<file path="config.mk">
export PLATFORM = sky130hd
export DESIGN_NAME = tc_addsub
export DESIGN_NICKNAME = d
export VERILOG_FILES = /design/src/rtl/tc_addsub.sv
export SDC_FILE = /design/constraint.sdc
export NUM_CORES = 1
export LEC_CHECK = 0
export BUFFER_PORTS_ARGS = -buffer_cell sky130_fd_sc_hd__buf_2
export CAP_MARGIN = 40
export CORE_MARGIN = 2
export CORE_UTILIZATION = 45
export DETAILED_ROUTE_END_ITERATION = 6
export MAX_ROUTING_LAYER = met4
export PLACE_DENSITY = 0.87
export SYNTH_ARGS = -nofsm -noshare
export SYNTH_HDL_FRONTEND = slang
export SYNTH_SLANG_ARGS = --single-unit
</file>
<file path="constraint.sdc">
create_clock -name vclk -period 5.5
set_input_delay 0 -clock vclk [all_inputs]
set_output_delay 0 -clock vclk [all_outputs]
set_load 0.05 [all_outputs]
</file>
<file path="src/rtl/tc_addsub.sv">
module tc_addsub #(
  parameter int WIDTH = 8
) (
  input  logic [WIDTH-1:0]   op_a,
  input  logic [WIDTH-1:0]   op_b,
  input  logic [1:0]         op_sel,
  output logic [WIDTH-1:0]   result,
  output logic [2*WIDTH-1:0] result_wide,
  output logic               carry_out,
  output logic               overflow,
  output logic               zero
);
  localparam int WIDE = 2 * WIDTH;
  localparam int MSB  = WIDTH - 1;
  localparam int EXT  = WIDE - WIDTH;

  typedef enum logic [1:0] {
    OP_ADD  = 2'b00,
    OP_SUB  = 2'b01,
    OP_NEG  = 2'b10,
    OP_PASS = 2'b11
  } op_e;

  logic [WIDTH-1:0] lhs;
  logic [WIDTH-1:0] rhs;
  logic             cin;
  logic [WIDTH:0]   total;

  always_comb begin
    lhs = op_a;
    rhs = '0;
    cin = 1'b0;
    case (op_e'(op_sel))
      OP_ADD:  begin lhs = op_a; rhs = op_b;  cin = 1'b0; end
      OP_SUB:  begin lhs = op_a; rhs = ~op_b; cin = 1'b1; end
      OP_NEG:  begin lhs = '0;   rhs = ~op_a; cin = 1'b1; end
      default: begin lhs = op_a; rhs = '0;    cin = 1'b0; end
    endcase
  end

  assign total     = {1'b0, lhs} + {1'b0, rhs} + {{WIDTH{1'b0}}, cin};
  assign result    = total[MSB:0];
  assign carry_out = total[WIDTH];

  always_comb begin
    case (op_e'(op_sel))
      OP_ADD, OP_SUB: overflow = (lhs[MSB] == rhs[MSB]) && (result[MSB] != lhs[MSB]);
      OP_NEG:         overflow = (op_a != '0) && (result[MSB] == op_a[MSB]);
      default:        overflow = 1'b0;
    endcase
  end

  assign result_wide = {{EXT{result[MSB]}}, result};
  assign zero        = ~|result;
endmodule

</file>
; ---- Yosys cells after proc, flatten, opt, wreduce, memory -nomap -nowiden
; Cells that the tools add are included.
; W data, S select, Z words.
[word_totals]
word_cells = 21
out_inout_bits = 27
reg_bits = 0
[op_classes]
eq_ne = 5
n_mux = 4
n_addsub = 2
n_reduce_logical = 8
n_bitwise = 2
[op_table]
columns = operator, n
row1 = $pmux W8 S3, 1
row2 = $not A8 Y8, 2
row3 = $add A8 B8 Y9, 1
row4 = $add A9 B1 Y9, 1
row5 = $mux W8, 1
row6 = $reduce_bool A8 Y1, 1
row7 = $reduce_or A8 Y1, 1
row8 = $reduce_or A2 Y1, 2
row9 = $eq A1 B1 Y1, 2
row10 = $eq A2 B1 Y1 const B, 1
row11 = $eq A2 B2 Y1 const B, 1
row12 = $logic_and A1 B1 Y1, 2
row13 = $logic_not A2 Y1, 1
row14 = $pmux W1 S2, 1
row15 = $logic_not A1 Y1, 1
row16 = $mux W1, 1
row17 = $ne A1 B1 Y1, 1

; ---- Logic depth before layout (Yosys ltp)
[depth]
word_depth = 7
ltp_mapped = 12
depth_no_buf = 11

; ---- Worst setup path after synthesis
; Ideal clock, no wire load.
[synth_path]
kind = input to output
from = input port op_sel[0]
to = output port zero
required_ns = 5.500
path_buffers = 1
setup_slack_ns = 1.632
path_stages = 11
t_arrival_ns = 3.868
path_cell_list = inv_1 ha_1 clkbuf_1 nor2b_1 fa_1 fa_1 a21oi_1 a2bb2oi_1 a21oi_1 a211oi_1 nor3_2
[synth_between]
elab_chain_cells = 6
word_cells_on_any_way = 11
[synth_lines]
columns = element, line
row1 = start: declaration, 6  ; input logic [1:0] op_sel,
row2 = "$eq A2 B2 Y1, or another cell as far along", 33  ; case (op_e'(op_sel))
row3 = "$pmux W8 S3, or another cell as far along", 33
row4 = $add A8 B8 Y9 or $mux W1 (tied branches), "41, 33"
row5 = $add A9 B1 Y9 *, 41  ; assign total = {1'b0, lhs} + {1'b0, rhs} + {{WIDTH{1'b0}}, cin};
row6 = named net result[6], 7  ; output logic [WIDTH-1:0] result,
row7 = $reduce_or A8 Y1 *, 54  ; assign zero = ~|result;
row8 = $logic_not A1 Y1 *, 54
row9 = end: declaration, 11  ; output logic zero
; The timed path passes the listed nets; every way through them passes the cells marked *.

; ---- Worst setup path after layout
[layout_path]
from = input port op_sel[0]
to = output port result[6]
[layout_between]
elab_chain_cells = 4
word_cells_on_any_way = 9
[layout_lines]
columns = element, line
row1 = "$eq A2 B2 Y1, or another cell as far along", 33
row2 = "$pmux W8 S3, or another cell as far along", 33
row3 = $add A8 B8 Y9 or $mux W1 (tied branches), "41, 33"
row4 = $add A9 B1 Y9 *, 41
row5 = end: declaration, 7
; Mark *: on every way between the ends. The rest lies on a longest branch, timed or not.

==> out/metrics.yaml <==
outcome:
  outcome: "complete, no violations"
layout:
  antennaDiodeCount: 0
  drive_above_1_share_pct: 36.96
  regArea_um2: 0
  area_growth_pct: 13.96
  seq_cell_count: 0
  num-fill-cells: 184
  clock_buffers: 0
  nets: 171
  final_cells: 163
power_and_ir_drop:
  power.switching_mw: 0.2318
  peakVddDrop_uv: 296.1
  power_density_mw_per_mm2: 306.6
  p_int_mw: 0.07203
  leakage_nw: 0.5090
  power_frac_seq_pct: 0
  combPwrFrac_pct: 100.0
  p_clk_share_pct: 0
  netSwitchingFraction_pct: 76.30
placement:
  portBuffers: 45
  hpwl_mm: 1.668
  gp_congestion: 0.7841
  dp.cells: 163
sta:
  fin_crit_ns: 3.146
  fmax_mhz: 317.9
  period_share_pct: 57.19
  tightestPinTransition_ns: 0.6620
  fin_tns_setup_ns: 0
  slew_viol_final: 0
  rsz0062_at_grt: "false"
  setup_viol: 0
  slew_headroom_pct: 55.79
  finalHoldViolations: 0
yosys:
  synth.distinct_cells: 33
  syn-cell-area_um2: 869.6
  synth_seq_area_share_pct: 0
  synth_nets: 144
  yosys_warnings: 0
  synth_area_per_cell_um2: 7.695
  synthCells: 113
route:
  met2_length_mm: 1.028
  dr_wl_met3_um: 116
  top_layer_used: "met4"
  vias: 880
  drtIter0Drc: 5
  drc: 0
  ant_nets: 0
  viasPerCell: 5.399
  wirelength_mm: 1.994
  met1Wirelength_um: 833
  post_drt_wl_per_cell_um: 12.23
  firstDrtPassIters: 4
floorplanning:
  die_h_um: 47.96
  coreArea_mm2: 0.001764
  die_w_um: 47.96
  placementRows: 15
  dieArea_mm2: 0.002300
  io_pins: 45
  start_util_pct: 49.29
critical_path:
  worst-setup-path-type: "input port to primary output"
  slowest_stage: "ha_1"
  cp_cell_sequence: "buf_2 > inv_1 > ha_1 > nor2b_1 > fa_1 > fa_1 > a21oi_1 > a2bb2oi_1 > a21oi_1 > a211oi_1 > buf_2"
  cp.arrival_ns: 3.15
  critPathMaxStageDelay_ns: 0.52
  cp_max_fo: 18
  critPathLaunchType: "input port"
  endpoint_kind: "primary output"
  crit_required_ns: 5.50
worst_hold_path:
  hold_class: "input port to primary output"
global_route:
  overflow: 0
  track_usage_pct: 18.01
  antenna_found_initial: 0
  grt_pass1_vias: 728
  grt_pass1_wl_mm: 3.015
  grt_max_degree: 19
clocking:
  cts.repair.resized: 0
  cts_setup_buffers: 0
  hold_buffers: 0
run:
  cap_violations: 0
cells by family after synthesis:
logic type	Yosys count	synth area share, %
xor+xnor	4	4.030
compound gates	29	22.73
fa+ha+maj	13	20.43
simple gates	37	27.20
mux	8	9.209
buf+inv	22	16.40
metal layers:
layer	GRT usage (%)	vias to the layer above
met5	-	-
met4	1.622	0
li1	-	444
met2	35.20	35
met3	0	2
met1	21.02	399
worst max-delay path, delay by kind of cell:
family          cells  cell delay (ns)
compound gates      4             0.99
fa+ha+maj           3             1.46
buf+inv             3             0.54
simple gates        1             0.15
area by class of cell:
cell class         instances  area, µm²  area share [%]
well taps                 25      31.28           3.157
inverters                  2      7.507          0.7576
repair buffers            45      225.2           22.73
multi-input cells         91      726.9           73.36
through the flow:
| step | utilization (%) | hold WS, ns | worst slack [ns] | power [mW] | instance area [µm²] |
|---|---|---|---|---|---|
| final | 56.17 | 0.5174 | 2.354 | 0.3039 | 991.0 |
| after global routing | 56.17 | 0.5445 | 2.099 | 0.3222 | 991.0 |
| after global placement | 56.17 | 0.5301 | 2.478 | 0.3002 | 991.0 |
| after floorplan | - | 0.6255 | 1.632 | 0.2829 | 869.6 |
| after CTS | 56.17 | 0.5289 | 2.356 | 0.3047 | 991.0 |
| after detailed placement | 56.17 | 0.5308 | 2.357 | 0.3036 | 991.0 |
path summary, 6_finish.rpt:
check / startpoint / end / depth (start not counted)
worst max-delay path: op_sel[0] / result[6] / 11
worst min-delay path: op_a[7] / overflow / 4
layout by cell type, fill, tap and decap left out:
cell type and instances:
o311ai_0 1, a2bb2oi_1 1, nor3_2 1, o21ai_1 1, nand2_1 2, nand3_1 1, and3_1 1, nor2_1 2
nand2b_1 11, a22o_2 1, nor4_1 1, nand4b_1 1, a211oi_1 1, xor2_1 1, a21boi_0 1, buf_2 45
nor3_1 2, nor4b_2 1, inv_1 2, or3_1 2, a21o_1 3, o21bai_1 2, and2_1 1, or4_1 3
xnor2_1 3, nor2b_1 8, o21ai_0 2, mux2i_1 8, a21oi_1 13, a211oi_2 3, ha_1 11, fa_1 2
synthesized netlist by cell type, types with 3 or more instances:
library cell	n	share of area, %
mux2i_1	8	9.2
a21oi_1	13	7.5
xnor2_1	3	3.0
clkbuf_1	4	1.7
buf_4	16	14
or4_1	3	2.6
nand2b_1	11	7.9
a211oi_2	3	4.3
nor2b_1	8	5.8
a21o_1	3	2.6
ha_1	11	16
power by group through the flow:
| stage | Sequential [mW] | Combinational [mW] | Clock, mW |
|---|---|---|---|
| 3_5_place_dp | 0 | 0.304 | 0 |
| 6_report | 0 | 0.304 | 0 |
| 2_1_floorplan | 0 | 0.283 | 0 |
| 4_1_cts | 0 | 0.305 | 0 |
| 5_1_grt | 0 | 0.322 | 0 |
| 3_3_place_gp | 0 | 0.300 | 0 |
Note: power is estimated with default switching activity, not from simulation.
